$ cat src/rtl/hba_win_pkg.sv
package hba_win_pkg;
  localparam int unsigned DW = 32;

  localparam int unsigned OFS_DOORBELL = 'h20;
  localparam int unsigned OFS_STATUS   = 'h30;
  localparam int unsigned OFS_MASK     = 'h34;
  localparam int unsigned OFS_REQ      = 'h40;
  localparam int unsigned OFS_RPL      = 'h44;
  localparam int unsigned OFS_OVF      = 'h48;
  localparam int unsigned OFS_SCRATCH  = 'hB0;
  localparam int unsigned OFS_CFG_TBL  = 'hB4;
  localparam int unsigned OFS_CFG_MEM  = 'hB8;

  localparam logic [DW-1:0] RPL_EMPTY_WORD = '1;
  localparam logic [DW-1:0] READY_WORD     = 32'hFFFF_0000;
endpackage

$ cat src/rtl/hba_word_fifo.sv
module hba_word_fifo #(
  parameter int unsigned WIDTH = 32,
  parameter int unsigned DEPTH = 4
) (
  input  logic             clk_i,
  input  logic             rst_ni,
  input  logic             push_i,
  input  logic [WIDTH-1:0] push_data_i,
  input  logic             pop_i,
  output logic [WIDTH-1:0] head_o,
  output logic             empty_o,
  output logic             full_o,
  output logic [$clog2(DEPTH):0] count_o
);
  localparam int unsigned AW = (DEPTH > 1) ? $clog2(DEPTH) : 1;
  localparam int unsigned CW = $clog2(DEPTH) + 1;

  logic [WIDTH-1:0] mem_q [DEPTH];
  logic [AW-1:0]    wr_ptr_q, rd_ptr_q;
  logic [CW-1:0]    count_q;
  logic             do_push, do_pop;

  assign empty_o = (count_q == '0);
  assign full_o  = (count_q == CW'(DEPTH));
  assign do_push = push_i && !full_o;
  assign do_pop  = pop_i && !empty_o;
  assign head_o  = mem_q[rd_ptr_q];
  assign count_o = count_q;

  function automatic logic [AW-1:0] nxt(input logic [AW-1:0] p);
    return (p == AW'(DEPTH - 1)) ? '0 : p + 1'b1;
  endfunction

  always_ff @(posedge clk_i or negedge rst_ni) begin
    if (!rst_ni) begin
      wr_ptr_q <= '0;
      rd_ptr_q <= '0;
      count_q  <= '0;
    end else begin
      if (do_push) wr_ptr_q <= nxt(wr_ptr_q);
      if (do_pop)  rd_ptr_q <= nxt(rd_ptr_q);
      case ({do_push, do_pop})
        2'b10:   count_q <= count_q + 1'b1;
        2'b01:   count_q <= count_q - 1'b1;
        default: count_q <= count_q;
      endcase
    end
  end

  generate
    for (genvar i = 0; i < DEPTH; i++) begin : g_slot
      always_ff @(posedge clk_i) begin
        if (do_push && wr_ptr_q == AW'(i)) mem_q[i] <= push_data_i;
      end
    end
  endgenerate

  // occupancy tracks accepted pushes and pops
  a_r1_count_bound: assert property (@(posedge clk_i) disable iff (!rst_ni)
    count_q <= CW'(DEPTH));
  a_r1_push_grows: assert property (@(posedge clk_i) disable iff (!rst_ni)
    (push_i && !full_o && !pop_i) |=> (count_q == $past(count_q) + 1'b1));
  a_r2_pop_shrinks: assert property (@(posedge clk_i) disable iff (!rst_ni)
    (pop_i && !empty_o && !push_i) |=> (count_q == $past(count_q) - 1'b1));
endmodule

$ cat src/rtl/hba_irq_ctrl.sv
module hba_irq_ctrl #(
  parameter int unsigned MASK_POS = 3
) (
  input  logic clk_i,
  input  logic rst_ni,
  input  logic mask_we_i,
  input  logic mask_bit_i,
  input  logic pending_i,
  output logic masked_o,
  output logic irq_o
);
  logic masked_q, irq_q;

  always_ff @(posedge clk_i or negedge rst_ni) begin
    if (!rst_ni) begin
      masked_q <= 1'b1;
      irq_q    <= 1'b0;
    end else begin
      if (mask_we_i) masked_q <= mask_bit_i;
      irq_q <= pending_i && !masked_q;
    end
  end

  assign masked_o = masked_q;
  assign irq_o    = irq_q;

  // interrupt only from a pending, unmasked reply one cycle earlier
  a_r6_irq_needs_pending: assert property (@(posedge clk_i) disable iff (!rst_ni)
    irq_q |-> $past(pending_i));
  a_r6_masked_quiet: assert property (@(posedge clk_i) disable iff (!rst_ni)
    masked_q |=> !irq_q);
  // mask changes only through a mask write
  a_r4_mask_hold: assert property (@(posedge clk_i) disable iff (!rst_ni)
    !mask_we_i |=> $stable(masked_q));
endmodule

$ cat src/rtl/hba_cmd_window.sv
module hba_cmd_window
  import hba_win_pkg::*;
#(
  parameter int unsigned ADDR_W      = 8,
  parameter int unsigned REQ_DEPTH   = 4,
  parameter int unsigned RPL_DEPTH   = 4,
  parameter bit          ALT_VARIANT = 1'b0,
  parameter logic [31:0] CFG_TBL_OFS = 32'h0000_1000,
  parameter logic [31:0] CFG_MEM_OFS = 32'h0000_2000
) (
  input  logic              clk_i,
  input  logic              rst_ni,
  input  logic [ADDR_W-1:0] bus_addr_i,
  input  logic              bus_wr_i,
  input  logic              bus_rd_i,
  input  logic [31:0]       bus_wdata_i,
  output logic [31:0]       bus_rdata_o,
  output logic              irq_o,
  input  logic              fw_ready_i,
  output logic              req_valid_o,
  output logic [31:0]       req_data_o,
  input  logic              req_pop_i,
  input  logic              cpl_push_i,
  input  logic [31:0]       cpl_data_i,
  output logic              cpl_full_o
);
  localparam int unsigned BIT_POS = ALT_VARIANT ? 2 : 3;
  localparam int unsigned RQ_CW   = $clog2(REQ_DEPTH) + 1;
  localparam int unsigned RP_CW   = $clog2(RPL_DEPTH) + 1;

  logic [31:0] rdata_q, rdata_d, doorbell_q, rpl_head;
  logic        ovf_q;
  logic        hit_req, hit_rpl, hit_ovf, hit_mask, hit_db;
  logic        req_push, req_full, req_empty, req_drop;
  logic        rpl_pop, rpl_empty, masked;
  logic [RQ_CW-1:0] req_count;
  logic [RP_CW-1:0] rpl_count;

  assign hit_req  = (bus_addr_i == ADDR_W'(OFS_REQ));
  assign hit_rpl  = (bus_addr_i == ADDR_W'(OFS_RPL));
  assign hit_ovf  = (bus_addr_i == ADDR_W'(OFS_OVF));
  assign hit_mask = (bus_addr_i == ADDR_W'(OFS_MASK));
  assign hit_db   = (bus_addr_i == ADDR_W'(OFS_DOORBELL));

  assign req_push = bus_wr_i && hit_req;
  assign req_drop = req_push && req_full;
  assign rpl_pop  = bus_rd_i && hit_rpl && !rpl_empty;

  hba_word_fifo #(.WIDTH(32), .DEPTH(REQ_DEPTH)) u_req_q (
    .clk_i, .rst_ni,
    .push_i(req_push), .push_data_i(bus_wdata_i),
    .pop_i(req_pop_i), .head_o(req_data_o),
    .empty_o(req_empty), .full_o(req_full), .count_o(req_count)
  );

  hba_word_fifo #(.WIDTH(32), .DEPTH(RPL_DEPTH)) u_rpl_q (
    .clk_i, .rst_ni,
    .push_i(cpl_push_i), .push_data_i(cpl_data_i),
    .pop_i(rpl_pop), .head_o(rpl_head),
    .empty_o(rpl_empty), .full_o(cpl_full_o), .count_o(rpl_count)
  );

  hba_irq_ctrl #(.MASK_POS(BIT_POS)) u_irq (
    .clk_i, .rst_ni,
    .mask_we_i(bus_wr_i && hit_mask),
    .mask_bit_i(bus_wdata_i[BIT_POS]),
    .pending_i(!rpl_empty),
    .masked_o(masked),
    .irq_o(irq_o)
  );

  assign req_valid_o = !req_empty;

  always_comb begin
    rdata_d = '0;
    case (bus_addr_i)
      ADDR_W'(OFS_DOORBELL): rdata_d = doorbell_q;
      ADDR_W'(OFS_STATUS):   rdata_d[BIT_POS] = !rpl_empty;
      ADDR_W'(OFS_MASK):     rdata_d[BIT_POS] = masked;
      ADDR_W'(OFS_RPL):      rdata_d = rpl_empty ? RPL_EMPTY_WORD : rpl_head;
      ADDR_W'(OFS_OVF):      rdata_d[0] = ovf_q;
      ADDR_W'(OFS_SCRATCH):  rdata_d = fw_ready_i ? READY_WORD : '0;
      ADDR_W'(OFS_CFG_TBL):  rdata_d = CFG_TBL_OFS;
      ADDR_W'(OFS_CFG_MEM):  rdata_d = CFG_MEM_OFS;
      default:               rdata_d = '0;
    endcase
  end

  always_ff @(posedge clk_i or negedge rst_ni) begin
    if (!rst_ni) begin
      rdata_q    <= '0;
      doorbell_q <= '0;
      ovf_q      <= 1'b0;
    end else begin
      if (bus_rd_i) rdata_q <= rdata_d;
      if (bus_wr_i && hit_db) doorbell_q <= bus_wdata_i;
      // set beats clear when both land in one cycle
      if (req_drop) ovf_q <= 1'b1;
      else if (bus_rd_i && hit_ovf) ovf_q <= 1'b0;
    end
  end

  assign bus_rdata_o = rdata_q;

  a_r2_pop_order: assert property (@(posedge clk_i) disable iff (!rst_ni)
    rpl_pop |=> (bus_rdata_o == $past(rpl_head)));
  a_r3_empty_ones: assert property (@(posedge clk_i) disable iff (!rst_ni)
    (bus_rd_i && hit_rpl && rpl_empty) |=> (bus_rdata_o == RPL_EMPTY_WORD));
  a_r3_empty_no_change: assert property (@(posedge clk_i) disable iff (!rst_ni)
    (bus_rd_i && hit_rpl && rpl_empty && !cpl_push_i) |=> (rpl_count == '0));
  a_r5_status_bit: assert property (@(posedge clk_i) disable iff (!rst_ni)
    (bus_rd_i && bus_addr_i == ADDR_W'(OFS_STATUS)) |=>
      (bus_rdata_o[BIT_POS] == $past(rpl_count != '0)));
  a_r8_drop_keeps_count: assert property (@(posedge clk_i) disable iff (!rst_ni)
    (req_drop && !req_pop_i) |=> (req_count == $past(req_count)));
  a_r8_ovf_sticky: assert property (@(posedge clk_i) disable iff (!rst_ni)
    (ovf_q && !(bus_rd_i && hit_ovf)) |=> ovf_q);
  a_r8_ovf_set: assert property (@(posedge clk_i) disable iff (!rst_ni)
    req_drop |=> ovf_q);
endmodule

$ cat config.mk
export PLATFORM = sky130hd
export DESIGN_NAME = hba_cmd_window
export DESIGN_NICKNAME = d
export VERILOG_FILES = /design/src/rtl/hba_win_pkg.sv /design/src/rtl/hba_word_fifo.sv /design/src/rtl/hba_irq_ctrl.sv /design/src/rtl/hba_cmd_window.sv
export SDC_FILE = /design/constraint.sdc
export NUM_CORES = 1
export LEC_CHECK = 0
export BUFFER_PORTS_ARGS = -buffer_cell sky130_fd_sc_hd__clkbuf_2
export CORE_MARGIN = 3
export CORE_UTILIZATION = 30
export DETAILED_ROUTE_END_ITERATION = 10
export MAX_ROUTING_LAYER = met4
export REMOVE_ABC_BUFFERS = 1
export SLEW_MARGIN = 20
export SYNTH_ARGS = -nofsm -noshare
export SYNTH_HDL_FRONTEND = slang
export SYNTH_SLANG_ARGS = --single-unit
$ cat constraint.sdc
create_clock -name clk_i -period 3.7 [get_ports clk_i]
set_input_delay 0 -clock clk_i [delete_from_list [all_inputs] [get_ports clk_i]]
set_output_delay 0 -clock clk_i [all_outputs]
set_load 0.02 [all_outputs]
# == Word-level counts from Yosys, hierarchy flattened ==
# Memory sizes are Yosys's and may differ from the RTL's.
# Index checks and enable logic that the tools add are counted.
# word_totals
memories,2
elab_cells,130
ram_bits,256
input_bits,79
output_inout_bits,67
reg_bits,81
# classes
muxes,48
addsub,8
n_reduce_logical,38
n_eq_ne,23
# memory_table
name,depth,word_bits,read_ports,rd_clocked_by_memory_dff,wr,line_no,rtl
u_req_q.mem_q,4,32,1,0,1,hba_word_fifo.sv:18,logic [WIDTH-1:0] mem_q [DEPTH];
u_rpl_q.mem_q,4,32,1,0,1,hba_word_fifo.sv:18,
# ops
operator,count
$mux 32,8
$reduce_or 32->1,6
$pmux 28 s5,1
$eq 8x6->1 const B,3
$eq 8x7->1 const B,3
$eq 8x8->1 const B,3
$mux 1,24
$logic_and 1x1->1,20
$mux 2,10
$eq 2x2->1 const B,8
$pmux 3 s2,2
$add 2x1->2 const B,4
$eq 2x1->1 const B,4
$add 3x1->3 const B,2
$eq 3x3->1 const B,2
$logic_not 3->1,2
$pmux 2 s3,1
$reduce_bool 2->1,3
$sub 3x1->3 const B,2
$logic_not 1->1,5
$pmux 1 s5,1
$logic_not 2->1,2
$pmux 1 s4,1

# == Longest topological paths before layout ==
# logic_depth
depth_word,10
mapped_depth,10
depth_no_buf,10

# == Cells and area by module ==
# A second synthesis with hierarchy kept.
# unflattened
cells_unflattened,697
area_unflattened_um2,13476.7
# modules_own_cells
module,area_per_inst_um2,cells_per_inst,instances,seq_area_each_um2
hba_word_fifo,5116.2,208,2,4018.9
hba_cmd_window,3171.8,277,1,1626.6
hba_irq_ctrl,72.6,4,1,51.3

# == Worst setup path before layout ==
# OpenSTA, ideal clock, no wires.
# synth_path
kind,reg2reg
startpoint,"reg u_rpl_q.count_q[0], in the netlist u_rpl_q.count_o[0]"
endpoint,"mem u_rpl_q.mem_q[3][0], enable pin"
stages_incl_launch_ff,5
path_slack_ps,1452
synth_period_minus_slack_ps,2248
setup_ps,392
n_path_buf,0
t_required_ps,3308
arrival_time_ps,1856
path_cell_list,dfrtp_1 -> inv_1 -> and3_1 -> nor2b_1 -> and2_1
# synth_via
elab_chain_len,10
word_cells_on_any_way,24
classes_between,1 x eq/ne; 14 x mux; 9 x reduce/logical
# synth_lines
element,line_no,rtl
"start, declared",hba_word_fifo.sv:20,logic [CW-1:0] count_q;
"start signal, assigned",hba_word_fifo.sv:43,2'b10: count_q <= count_q + 1'b1;
"start signal, assigned",hba_word_fifo.sv:44,2'b01: count_q <= count_q - 1'b1;
"start signal, assigned",hba_word_fifo.sv:45,default: count_q <= count_q;
$eq 3x3->1 (*),hba_word_fifo.sv:24,assign full_o = (count_q == CW'(DEPTH));
named net cpl_full_o,hba_cmd_window.sv:25,output logic cpl_full_o
$logic_not 1->1 (*),hba_word_fifo.sv:25,assign do_push = push_i && !full_o;
$logic_and 1x1->1 (*),hba_word_fifo.sv:25,
$logic_and 1x1->1,hba_word_fifo.sv:53,if (do_push && wr_ptr_q == AW'(i)) mem_q[i] <= push_data_i;
$mux 1,hba_word_fifo.sv:53,
$mux 1 (not written as such),hba_word_fifo.sv:53,
$reduce_or 32->1 (no source line),--,
$mux 2 (no source line) / $mux 1 (equally long branches) (3 in a row),--,
"end, declared",hba_word_fifo.sv:18,
# Mark *: on every way through the listed nets, which the timed path passes. The rest lies on a longest branch.

# == Worst setup path after layout ==
# layout_path
startpoint,in bus_addr_i[3]
endpoint,"reg u_rpl_q.count_q[2], in the netlist u_rpl_q.count_o[2]"
# layout_via
elab_chain_len,6
word_cells_on_any_way,8
classes_between,3 x eq/ne; 1 x mux; 4 x reduce/logical
# layout_lines
element,line_no,rtl
"start, declared",hba_cmd_window.sv:13,"input logic [ADDR_W-1:0] bus_addr_i,"
$eq 8x7->1 (*),hba_cmd_window.sv:40,assign hit_rpl = (bus_addr_i == ADDR_W'(OFS_RPL));
$logic_and 1x1->1 (*) (2 in a row),hba_cmd_window.sv:47,assign rpl_pop = bus_rd_i && hit_rpl && !rpl_empty;
$logic_and 1x1->1 (*),hba_word_fifo.sv:26,assign do_pop = pop_i && !empty_o;
named net u_rpl_q.do_pop,hba_word_fifo.sv:21,"logic do_push, do_pop;"
$eq 2x1->1 / $eq 2x2->1 (equally long branches),hba_word_fifo.sv:42,"case ({do_push, do_pop})"
$pmux 3 s2 / $reduce_bool 2->1 (equally long branches),--,
# Marks and branches as above.
# A chain may end at the register's enable or synchronous reset.

==> impl_metrics.ini <==
[worst_setup_path]
cp.required_ps = 4130
timing.rr.start = u_rpl_q.rd_ptr_q[0]$_DFFE_PN0P_
cp_slowest_cell = dlygate4sd3_1
ff2ff_path_depth = 4
cp_common_cell = xor2_1
worstPathMaxFanout = 33
crit_arrival_ps = 2950
crit_family = buffers and inverters
crit_path_start_kind = input pin
worstSetupPathType = input pin to flip-flop
end_kind = flip-flop
reg2reg_to = bus_rdata_o[26]$_DFFE_PN0P_
cp_cell_sequence = dlygate4sd3_1 > clkbuf_2 > nor4b_2 > and2_1 > buf_4 > and3_1 > ha_1 > inv_1 > fa_1 > xor2_1 > nor2_1 > xor2_1
rrSetupSlack_ps = 1530
crit_buf_inv = 4
critical-path-max-stage-delay_ps = 570

[flow_run]
max_cap_violations = 0

[layout]
seq_area_mm2 = 0.009718
final_area_mm2 = 0.01654
multi_input_area_mm2 = 0.003213
n_fill_cell = 4008
num-nets-final = 1026
drive_gt1_share_pct = 34.48
fin_cells = 1548
syn_to_final_growth_pct = 25.87

[timing]
setup_viol = 0
rsz0062_at_grt = no
timing.final.crit_share_pct = 67.90
skew_ps = 8.702
fmax_mhz = 398.0
maxSlewViolCount = 0
holdWs_ps = 48.76
tns_ps = 0
max-slew-margin-rel_pct = 35.94
tightest_slew_ps = 960.9
hold_viol = 0
fin_crit_ps = 2512

[place]
post_dp_cell_area_mm2 = 0.01456
numPortBuffers = 145
place.gp.congestion = 0.8060
dp_cells = 1398
dp_hpwl_um = 18790

[worst_hold_path]
hold_depth = 4
hp-class = input pin to flip-flop
hold_path_end = bus_rdata_o[3]$_DFFE_PN0P_
hp-start = bus_addr_i[0]

[clocking]
holdBufCountCts = 82
clock_path_buffers = 3
cts_tree = yes
path_clk_slew_ps = 60
cts-root-buf = clkbuf_16
cts_made_buffers = 36
post_cts_resize_count = 0
cts.sinks = 337
cts-htree-levels = 2
post_cts_buffers = 0
worstSkewPairLatency_ps = 520

[synthesis]
synth_top_family_by_area = multiplexers
synthTopCellsByArea = edfxtp_1 58%, dfrtp_1 15%, mux4_2 11%
synth_edf_count = 256
synth_area_leader_cell = edfxtp_1
yosysWarningCount = 0
synth_fa_ha_area_share_pct = 1.447
synthMuxAreaShare_pct = 15.33
syn_area_mm2 = 0.01314
synth_seq_cells = 337
synth-simple-area-share_pct = 3.836
syn_inst = 688
synth_cell_types = 39
yosys-top-cells-count = 256 x edfxtp_1, 80 x dfrtp_1, 64 x mux4_2
synth_xor_area_share_pct = 0.3998
netlist.area_leader.share_pct = 58.49
post_synth.cell_area_avg_um2 = 19.10
synth_compound_area_share_pct = 3.313
synthArstFlopShare_pct = 24.04
synth_most_common_cell = edfxtp_1
synth_flop_cell = edfxtp_1
ys_seq_area_share_pct = 73.92

[floorplan]
start_util_pct = 30.45
dieArea_mm2 = 0.04636
die_w_um = 215.3
fp-row-count = 76
io_pins = 146
core_mm2 = 0.04317
fp.dieH_um = 215.3

[routing]
num_vias = 6920
vias_per_cell = 4.470
drc = 0
drt.antenna.violating_nets = 0
wl_um = 29060
wl_per_cell_um = 18.77
drt_iter0_markers = 480
drt-pass1-iter-count = 4

[grt]
grt_pass1_vias = 7496
antenna_found_initial = 3
grt_overflow = 0
grt_pass1_wl_um = 45570
grt_max_degree = 52
grt_use_total_pct = 13.06

[power]
p_leak_nw = 6.111
pwr_density_cell_mw_per_mm2 = 611.1
ir_worst_vdd_mv = 0.2527
total_power_w = 0.01011

[run_status]
status = completed
-- worst max-delay path by stage --
stage	start	endpoint	slack, ps	cells after the start
finish	bus_addr_i[3]	u_rpl_q.count_o[2]$_DFFE_PN0P_	1190	12
CTS	bus_addr_i[1]	u_rpl_q.count_o[2]$_DFFE_PN0P_	1240	12
global route	bus_addr_i[3]	u_rpl_q.count_o[2]$_DFFE_PN0P_	980	12
detailed placement	bus_addr_i[1]	u_rpl_q.count_o[2]$_DFFE_PN0P_	1250	11
global placement	bus_addr_i[4]	u_rpl_q.count_o[2]$_DFFE_PN0P_	1290	11
floorplan	u_rpl_q.rd_ptr_q[0]$_DFFE_PN0P_	bus_rdata_o[16]$_DFFE_PN0P_	1240	3
-- area by class of cell --
cell class | instances | share of cell area (%)
clock inverters | 20 | 1.233
inverters | 14 | 0.3176
diodes | 3 | 0.04538
repair buffers | 242 | 10.04
clock buffers | 45 | 5.778
multi-input cells | 302 | 19.42
well taps | 585 | 4.424
flip-flops and latches | 337 | 58.74
-- flip-flops by register name (all words and copies together) (netlist names) --
name / cells
ovf_q: 1
u_irq.masked_o: 1
bus_rdata_o: 32
u_rpl_q.mem_q: 128
u_rpl_q.wr_ptr_q: 2
doorbell_q: 32
u_irq.irq_o: 1
u_req_q.rd_ptr_q: 2
u_rpl_q.rd_ptr_q: 2
u_req_q.wr_ptr_q: 2
u_rpl_q.count_o: 3
u_req_q.mem_q: 128
u_req_q.count_o: 3
-- placed cells by master, fill, tap and decap left out, types with 3 or more instances in the layout --
master         count
a31oi_1           30
and2_1             6
a21oi_1            3
mux2_4            30
bufinv_16          4
edfxtp_1         256
and2_2             4
inv_1             14
ha_1              12
mux2_2            10
xor2_1             4
nor4b_2            3
nand2_1           33
dlygate4sd3_1     82
nor2_1            39
mux4_2            64
clkbuf_16         37
dfrtp_1           78
clkinv_1           5
clkinv_2           8
buf_4             16
diode_2            3
nand3_1            3
clkbuf_1           8
o21ai_0           35
clkbuf_2         144
-- power by group --
group	switching [W]	total, W	leakage, nW	internal, W
combinational	0.00107	0.00189	2.17	0.000815
sequential	0.000193	0.00469	3.37	0.00450
clock	0.00141	0.00353	0.570	0.00212
-- stage by stage --
stage	utilization (%)	setup slack, ps
5_1_grt	38.32	983.6
4_1_cts	38.31	1239
3_5_place_dp	33.72	1250
3_3_place_gp	33.72	1288
2_1_floorplan	-	1239
6_report	38.32	1188
-- worst min-delay path, delay by kind of cell --
kind	cells	cell delay, ps
buffers and inverters	1	130
AO/OA/AOI/OAI	2	310
AND/OR/NAND/NOR	1	70
-- metal layers --
layer  GRT usage [%]  vias to the layer above  wire (um)
met5               -                        -          0
met4           4.098                        0        750
met1           16.80                     3542      12830
met2           20.91                      137      14190
met3           2.715                       45       1286
li1                -                     3196          -
-- cell families (layout without fill, tap and decap cells) --
logic type | after synthesis | in the layout
xor gates and xnor gates | 6 | 6
muxes | 105 | 105
adders and majority gates | 14 | 14
AOI/OAI and AO/OA | 75 | 75
buffers and inverters | 49 | 321
and+or+nand+nor | 102 | 102
other | 0 | 3
DFF | 337 | 337
(Power assumes the default switching activity.)
